==> src/rtl/kwdt_pkg.sv <==
package kwdt_pkg;
   localparam int ADDR_W = 2;
   localparam int DATA_W = 32;

   localparam logic [ADDR_W-1:0] A_CTRL = 2'd0;
   localparam logic [ADDR_W-1:0] A_SVC  = 2'd1;
   localparam logic [ADDR_W-1:0] A_STAT = 2'd2;

   // control field positions
   localparam int B_EN   = 0;
   localparam int B_SEL  = 1;
   localparam int B_PRE  = 2;
   localparam int B_LOCK = 3;
   localparam int B_LIM  = 16;
   // status field positions
   localparam int B_FLAG = 16;

   typedef enum logic {K_IDLE, K_ARMED} key_st_e;
endpackage

==> src/rtl/kwdt_keyseq.sv <==
module kwdt_keyseq #(
   parameter int KEY_W = 16,
   parameter logic [KEY_W-1:0] KEY_A = 16'h556C,
   parameter logic [KEY_W-1:0] KEY_B = 16'hAA39
) (
   input  logic             clk,
   input  logic             rst_n,
   input  logic             svc_wr,
   input  logic [KEY_W-1:0] key,
   output logic             reload,
   output logic             armed
);
   import kwdt_pkg::*;

   key_st_e st_q, st_d;

   always_comb begin
      st_d   = st_q;
      reload = 1'b0;
      if (svc_wr) begin
         unique case (st_q)
            K_IDLE:  st_d = (key == KEY_A) ? K_ARMED : K_IDLE;
            K_ARMED: begin
               st_d   = K_IDLE;
               reload = (key == KEY_B);
            end
            default: st_d = K_IDLE;
         endcase
      end
   end

   always_ff @(posedge clk or negedge rst_n) begin
      if (!rst_n) st_q <= K_IDLE;
      else        st_q <= st_d;
   end

   assign armed = (st_q == K_ARMED);
endmodule

==> src/rtl/kwdt_prescaler.sv <==
module kwdt_prescaler #(
   parameter int PRE_W = 16
) (
   input  logic clk,
   input  logic rst_n,
   input  logic run,
   input  logic pre_en,
   input  logic restart,
   output logic tick
);
   generate
      if (PRE_W == 0) begin : g_none
         logic unused_in;
         assign unused_in = clk ^ rst_n ^ pre_en ^ restart;
         assign tick = run;
      end else begin : g_div
         logic [PRE_W-1:0] ph_q;
         always_ff @(posedge clk or negedge rst_n) begin
            if (!rst_n)                    ph_q <= '0;
            else if (restart || !pre_en)   ph_q <= '0;
            else if (run)                  ph_q <= ph_q + 1'b1;
         end
         assign tick = run && (!pre_en || (&ph_q));
      end
   endgenerate
endmodule

==> src/rtl/kwdt_counter.sv <==
module kwdt_counter #(
   parameter int CNT_W = 16
) (
   input  logic             clk,
   input  logic             rst_n,
   input  logic             tick,
   input  logic             svc_reload,
   input  logic [CNT_W-1:0] limit,
   output logic [CNT_W-1:0] cnt,
   output logic             fire
);
   logic [CNT_W-1:0] cnt_q;

   // expiry wins over a same-cycle service reload; both reload the limit
   assign fire = tick && (cnt_q == '0);

   always_ff @(posedge clk or negedge rst_n) begin
      if (!rst_n)                  cnt_q <= '1;
      else if (fire || svc_reload) cnt_q <= limit;
      else if (tick)               cnt_q <= cnt_q - 1'b1;
   end

   assign cnt = cnt_q;
endmodule

==> src/rtl/kwdt_top.sv <==
module kwdt_top #(
   parameter int CNT_W = 16,
   parameter int PRE_W = 16,
   parameter logic [15:0] KEY_A = 16'h556C,
   parameter logic [15:0] KEY_B = 16'hAA39
) (
   input  logic        clk,
   input  logic        rst_n,
   input  logic        wr_en,
   input  logic [1:0]  addr,
   input  logic [31:0] wdata,
   output logic [31:0] rdata,
   output logic        rst_req,
   output logic        nmi_req
);
   import kwdt_pkg::*;

   localparam int LIM_PAD = 16 - CNT_W;

   generate
      if (CNT_W < 1 || CNT_W > 16) begin : g_bad_cnt
         $error("kwdt_top: CNT_W must be 1..16");
      end
      if (PRE_W < 0 || PRE_W > 24) begin : g_bad_pre
         $error("kwdt_top: PRE_W must be 0..24");
      end
      if (KEY_A == KEY_B) begin : g_bad_key
         $error("kwdt_top: the two keys must differ");
      end
   endgenerate

   logic             en_q, sel_q, pre_q, lock_q, flag_q;
   logic [CNT_W-1:0] lim_q;
   logic             wr_ctrl, wr_svc, wr_stat;
   logic             svc_reload, armed, tick, fire;
   logic [CNT_W-1:0] cnt;
   logic             rst_q, nmi_q;

   assign wr_ctrl = wr_en && (addr == A_CTRL);
   assign wr_svc  = wr_en && (addr == A_SVC);
   assign wr_stat = wr_en && (addr == A_STAT);

   // control register; enable and route are write-once behind lock_q
   always_ff @(posedge clk or negedge rst_n) begin
      if (!rst_n) begin
         en_q   <= 1'b1;
         sel_q  <= 1'b0;
         pre_q  <= 1'b1;
         lock_q <= 1'b0;
         lim_q  <= '1;
      end else if (wr_ctrl) begin
         pre_q <= wdata[B_PRE];
         lim_q <= wdata[B_LIM +: CNT_W];
         if (!lock_q) begin
            en_q   <= wdata[B_EN];
            sel_q  <= wdata[B_SEL];
            lock_q <= 1'b1;
         end
      end
   end

   // sticky timeout flag, write-one-to-clear, set has priority
   always_ff @(posedge clk or negedge rst_n) begin
      if (!rst_n)                          flag_q <= 1'b0;
      else if (fire)                       flag_q <= 1'b1;
      else if (wr_stat && wdata[B_FLAG])   flag_q <= 1'b0;
   end

   kwdt_keyseq #(.KEY_W(16), .KEY_A(KEY_A), .KEY_B(KEY_B)) u_keys (
      .clk    (clk),
      .rst_n  (rst_n),
      .svc_wr (wr_svc),
      .key    (wdata[15:0]),
      .reload (svc_reload),
      .armed  (armed)
   );

   kwdt_prescaler #(.PRE_W(PRE_W)) u_pre (
      .clk     (clk),
      .rst_n   (rst_n),
      .run     (en_q),
      .pre_en  (pre_q),
      .restart (svc_reload),
      .tick    (tick)
   );

   kwdt_counter #(.CNT_W(CNT_W)) u_cnt (
      .clk        (clk),
      .rst_n      (rst_n),
      .tick       (tick),
      .svc_reload (svc_reload),
      .limit      (lim_q),
      .cnt        (cnt),
      .fire       (fire)
   );

   always_ff @(posedge clk or negedge rst_n) begin
      if (!rst_n) begin
         rst_q <= 1'b0;
         nmi_q <= 1'b0;
      end else begin
         rst_q <= fire && !sel_q;
         nmi_q <= fire &&  sel_q;
      end
   end

   assign rst_req = rst_q;
   assign nmi_req = nmi_q;

   logic [15:0] lim_ext, cnt_ext;
   generate
      if (LIM_PAD > 0) begin : g_pad
         assign lim_ext = {{LIM_PAD{1'b0}}, lim_q};
         assign cnt_ext = {{LIM_PAD{1'b0}}, cnt};
      end else begin : g_full
         assign lim_ext = lim_q;
         assign cnt_ext = cnt;
      end
   endgenerate

   always_comb begin
      unique case (addr)
         A_CTRL:  rdata = {lim_ext, 12'd0, lock_q, pre_q, sel_q, en_q};
         A_STAT:  rdata = {15'd0, flag_q, cnt_ext};
         default: rdata = '0;
      endcase
   end

   logic unused_armed;
   assign unused_armed = armed;
endmodule

==> config.mk <==
export PLATFORM = sky130hd
export DESIGN_NAME = kwdt_top
export DESIGN_NICKNAME = d
export VERILOG_FILES = /design/src/rtl/kwdt_pkg.sv /design/src/rtl/kwdt_keyseq.sv /design/src/rtl/kwdt_prescaler.sv /design/src/rtl/kwdt_counter.sv /design/src/rtl/kwdt_top.sv
export SDC_FILE = /design/constraint.sdc
export NUM_CORES = 1
export LEC_CHECK = 0
export BUFFER_PORTS_ARGS = -buffer_cell sky130_fd_sc_hd__buf_2
export CAP_MARGIN = 25
export CORE_UTILIZATION = 58
export DETAILED_ROUTE_END_ITERATION = 16
export GPL_TIMING_DRIVEN = 0
export PLACE_DENSITY_LB_ADDON = 0.2
export SLEW_MARGIN = 20
export SYNTH_ARGS = -nofsm -noshare
export SYNTH_HDL_FRONTEND = slang
export SYNTH_SLANG_ARGS = --single-unit
==> constraint.sdc <==
create_clock -name clk -period 5.3 [get_ports clk]
set_clock_uncertainty 0.05 [all_clocks]
set_input_delay 1.06 -clock clk [delete_from_list [all_inputs] [get_ports clk]]
set_output_delay 1.06 -clock clk [all_outputs]
set_load 0.01 [all_outputs]
==> results of run 1 <==
[final cells by class]
class | count | area, um2
inverter | 9 | 33.78
sequential | 56 | 1444
fill | 429 | 1454
buffer | 16 | 67.56
clock buffer | 7 | 76.32
timing repair buffer | 72 | 362.8
clock inverter | 1 | 30.03
multi-input combinational | 248 | 1682
tap | 70 | 87.58
[through the flow]
stage / power [W] / cell area (um2) / worst slack, ns / std cells / hold WS [ns]
final: 0.001199 / 3784 / 1.514 / 479 / 0.4259
after global routing: 0.001257 / 3784 / 1.373 / 479 / 0.4408
after CTS: 0.001200 / 3779 / 1.531 / 478 / 0.4220
after detailed placement: 0.0009227 / 3672 / 1.541 / 470 / 0.4092
after global placement: 0.0009099 / 3665 / 1.564 / 469 / 0.3975
after floorplan: 0.0008091 / 3227 / 2.144 / 329 / 0.3832
[power breakdown]
group          switching [W]  total [W]  internal, W
combinational       0.000173   0.000314     0.000140
sequential         0.0000708   0.000609     0.000538
clock               0.000135   0.000277     0.000142
total               0.000379    0.00120     0.000820
[synth_stat cells, drive strengths merged, types with 2 or more instances]
cell type  number
o221ai          3
buf             3
clkbuf         13
nor2           38
ha              2
xor2           11
nand3           9
o211ai         11
a211oi          4
nand3b          3
or4            11
nand4           8
and2           26
or2             4
nor4            5
nand2          17
a2bb2oi         6
a21oi           4
a2111oi         3
nor3           11
dfstp          34
o21ai          15
o22a            2
inv             9
nand4b          4
mux2           14
dfrtp          22
and3            2
mux2i           7
xnor2          10
nor2b           5
[kinds of logic after synthesis]
| family | share of synthesized area, % |
|---|---|
| AND/OR/NAND/NOR | 25.98 |
| buffers and inverters | 3.141 |
| AO/OA/AOI/OAI | 12.60 |
| flip-flops | 44.75 |
| XOR/XNOR | 5.700 |
| adder cells (fa/ha/maj) | 0.7754 |
| multiplexers | 7.057 |
[critical path: cells and delay by family]
kind	cells	cell delay, ns
buffers and inverters	4	1.05
and+or+nand+nor	2	0.56
[state kept, by name, indices dropped and copies added (netlist names)]
name              flops
en_q                  1
flag_q                1
lim_ext              16
lock_q                1
nmi_req               1
pre_q                 1
rst_req               1
sel_q                 1
u_cnt.cnt            16
u_keys.armed          1
u_pre.g_div.ph_q     16
[how the worst max path moves through the flow]
stage	depth (start not counted)	to	startpoint	slack [ns]
3_5_place_dp	6	rdata[5]	addr[1]	1.54
6_report	6	rdata[5]	addr[1]	1.51
3_3_place_gp	6	rdata[15]	addr[1]	1.56
5_1_grt	6	rdata[5]	addr[1]	1.37
4_1_cts	6	rdata[5]	addr[1]	1.53
2_1_floorplan	4	rdata[10]	addr[1]	2.14
[per-layer routing]
layer  vias up  track usage [%]
met4         0            9.615
met5         -                0
met2       118            47.66
met3        18            5.749
met1      1369            36.07
li1       1347                -
[cell usage in the layout, fill, tap and decap left out, types with 11 or more instances in the layout]
master and n:
and2_1 26, nor2_1 37, dfstp_2 34, o21ai_0 15
dfrtp_1 22, o211ai_1 11, buf_2 70, clkbuf_1 15
nor3_1 11, xor2_1 11, mux2_2 14, nand2_1 17
==> flow_summary.toml, run 1 <==
[finish]
final_core_util_pct = 72.24
diodes = 0
fin_nets = 447
area_growth_pct = 17.25
drive_above_1_share_pct = 33.50

[routing]
wl_met2_mm = 3.766
first_pass_iters = 4
dr.max_layer_used = "met4"
via_per_inst = 5.954
ant_nets = 0
routedWlPerCell_um = 16.43
route.met3.wl_um = 534
routed_wl_mm = 7.869
drt_first_iter_violations = 173
drc_errors = 0
wl_met1_mm = 3.418
vias = 2852

[setup_path]
r2r_end = "u_cnt.cnt[3]"
cp_max_fo = 10
r2r_cells = 6
r2r_start = "u_cnt.cnt[2]"
worstSetupPathType = "in2out"
cp_data_arrival_time_ns = 2.68
end_kind = "output port"
rrSetupSlack_ns = 2.46
cpMaxStageDelayCell = "clkbuf_1"
cpPeakStageDelay_ns = 0.46
path_cells = "buf_2 -> clkbuf_1 -> nor2b_1 -> clkbuf_1 -> and2_1 -> buf_2"
critPathLaunchType = "input port"
cp_data_required_time_ns = 4.19

[min_path]
min_path_type = "reg2reg"
hold_path_depth = 1
min-delay-start = "sel_q"
hold_path_end = "rst_req"

[status]
outcome = "finished clean"

[die]
start_util_pct = 61.61
boundaryPins = 71
die_y_um = 76.59
core_area_mm2 = 0.005238
dieArea_mm2 = 0.005866
die_w_um = 76.59
rows = 26

[synth]
ys.flop_type = "dfstp_2"
syn_inst = 329
synth_largest_area_cell = "dfstp_2"
async_reset_ff_share_pct = 100.0
synth_warnings = 0
syn-num-nets = 368
synth_cell_types = 49
ys_seq_elements = 56
syn_area_mm2 = 0.003227
yosysSeqAreaShare_pct = 44.75
syn_area_per_cell_um2 = 9.808
synth.area.top_cells = "dfstp_2 28%, dfrtp_1 17%, and2_1 5.0%"
synth_edf_count = 0
yosysTopAreaCellShare_pct = 27.69

[cts]
clk_latency_ns = 0.31
clock-root-buffer = "clkbuf_8"
hold_buffers = 0
cts_setup_buffers = 0
htree_levels = 2
cts.sinks = 56
path_clk_slew_ns = 0.10
cts_resized = 0
clk_path_buf_depth = 2
cts_buffers = 5
cts_tree = "built"

[sta]
drv_slew = 0
rsz0062_at_grt = "no"
min_period_over_period_pct = 71.44
fin_tns_setup_ns = 0
finalSetupViolCount = 0
hold_viol_final = 0
worst_pin_slew_ns = 0.8699
clock.fmax_mhz = 264.1
finalCriticalPeriod_ns = 3.786
max-slew-margin-rel_pct = 41.47

[grt]
grt_pass1_wl_mm = 13.07
grt_max_degree = 57
grt_pass1_vias = 2830
grt_usage_pct = 28.24
grt_overflow = 0
antenna_found_initial = 0

[place]
portBuffers = 70
hpwl_mm = 5.753
place_congestion = 0.9283

[pwr]
vdd_drop_max_mv = 0.1863
pwr_density_cell_mw_per_mm2 = 317.0
leakage_nw = 1.579

[job]
max-cap-violations = 0
No activity file was read; power rests on OpenSTA's default activity.
==> run 2: changes to the inputs <==
Settings changed: CORE_UTILIZATION 58 to 49.
Clock period 5.3 ns to 3.35 ns, I/O delays scaled along.
==> run 2 against run 1 <==
Net effect:
- hold slack got worse by 0.10 ns
- clock power increased by 39%
- sequential power increased by 58%
- cell area decreased by 0.20%
- critical path depth unchanged
- core utilization decreased by 13 points
- die area increased by 18%
==> flow_summary.toml, run 2 (synthesized netlist as in run 1, its figures left out) <==
[routing]
routedWlPerCell_um = 15.32
drc_errors = 0
vias = 2686
first_pass_iters = 4
routed_wl_mm = 7.414
via_per_inst = 5.550
ant_nets = 0
drt_first_iter_violations = 175

[setup_path]
worstSetupPathType = "in2out"
critPathLaunchType = "input port"
path_delay_family = "buffers and inverters"
cpMaxStageDelayCell = "clkbuf_1"
cp_max_fo = 10
end_kind = "output port"
path_cells = "buf_2 -> clkbuf_1 -> nor2b_1 -> clkbuf_1 -> and2_1 -> buf_2"
cp_num_buf_inv = 4
cpPeakStageDelay_ns = 0.48
cp_data_arrival_time_ns = 2.25
cp_data_required_time_ns = 2.63

[pwr]
p_int_w = 0.001240
vdd_drop_max_mv = 0.2553
swShare_pct = 32.43
power_frac_clock_pct = 21.0
p_comb_share_pct = 26.5
pwr_density_cell_mw_per_mm2 = 486.0
p_sw_w = 0.0005950
p_seq_share_pct = 52.5
leakage_nw = 1.564

[cts]
hold_buffers = 0
cts_tree = "built"
cts.sinks = 56
cts_resized = 0
clk_latency_ns = 0.31
cts_setup_buffers = 0
cts_buffers = 5
clk_path_buf_depth = 2
htree_levels = 2
clock-root-buffer = "clkbuf_8"
path_clk_slew_ns = 0.10

[sta]
drv_slew = 0
fin_tns_setup_ns = 0
min_period_over_period_pct = 88.59
worst_pin_slew_ns = 0.8636
finalSetupViolCount = 0
max-slew-margin-rel_pct = 41.89
rsz0062_at_grt = "no"
finalCriticalPeriod_ns = 2.968
hold_viol_final = 0
clock.fmax_mhz = 337.0

[die]
rows = 29
dieArea_mm2 = 0.006914
core_area_mm2 = 0.006350
die_y_um = 83.15
start_util_pct = 50.82
die_w_um = 83.15
boundaryPins = 71

[finish]
final_common_cell = "buf_2"
fin_area_mm2 = 0.003776
drive_above_1_share_pct = 33.66
n_fill_cell = 550
fin_nets = 445
area_growth_pct = 17.02
diodes = 0
layout_common_cells = "69 x buf_2, 37 x nor2_1, 34 x dfstp_2"

[grt]
grt_usage_pct = 22.34
grt_pass1_vias = 2576
grt_overflow = 0
antenna_found_initial = 0
grt_max_degree = 57
grt_pass1_wl_mm = 12.38

[place]
hpwl_mm = 5.487
placed_area_mm2 = 0.003676
place_congestion = 0.9051
portBuffers = 70

[min_path]
min_path_type = "in2async"

[status]
outcome = "finished clean"

[job]
max-cap-violations = 0
-- run 2: stage by stage --
step / hold WS [ns] / std cells / total power [W] / util, % / setup slack (ns)
floorplan: 0.3244 / 329 / 0.001280 / - / 0.7477
global placement: 0.3980 / 476 / 0.001448 / 57.85 / 0.3243
detailed placement: 0.4046 / 476 / 0.001454 / 57.89 / 0.3374
CTS: 0.3649 / 484 / 0.001843 / 59.37 / 0.3501
global route: 0.3945 / 484 / 0.001947 / 59.47 / 0.2332
finish: 0.3231 / 484 / 0.001835 / 59.47 / 0.3823
-- run 2: final cells by class --
type	instances	area, um2	area share (%)
buffer	16	67.56	1.789
clock buffer	7	86.33	2.286
clock inverter	1	7.507	0.1988
inverter	9	33.78	0.8946
multi-input combinational	248	1688	44.70
sequential	56	1444	38.24
tap	77	96.34	2.551
timing repair buffer	70	352.8	9.344
-- run 2: worst paths after layout --
check,from,endpoint,slack (ns),cells past startpoint
hold reg to reg,sel_q,rst_req,0.42,1
hold / removal,rst_n,rst_req,0.32,1
min in group clk,sel_q,rst_req,0.42,1
max in group asynchronous,rst_n,u_pre.g_div.ph_q[3],2.46,1
setup reg to reg,u_cnt.cnt[2],u_cnt.cnt[3],0.51,6
setup / recovery,addr[1],rdata[14],0.38,6
-- run 2: routing by layer --
layer  share of wire (%)  vias to the layer above  track usage [%]
li1                    -                     1336                -
met1                  47                     1259            30.43
met2                  45                       78            34.87
met3                 6.3                       13            5.467
met4                 1.8                        0            7.680
met5                   0                        -                0
-- run 2: power groups by stage --
stage	Sequential [W]	Combinational [W]	Clock [W]
2_1_floorplan	0.000933	0.000347	0
3_3_place_gp	0.000970	0.000478	0
3_5_place_dp	0.000971	0.000484	0
4_1_cts	0.000960	0.000487	0.000397
5_1_grt	0.000982	0.000542	0.000423
6_report	0.000963	0.000487	0.000385
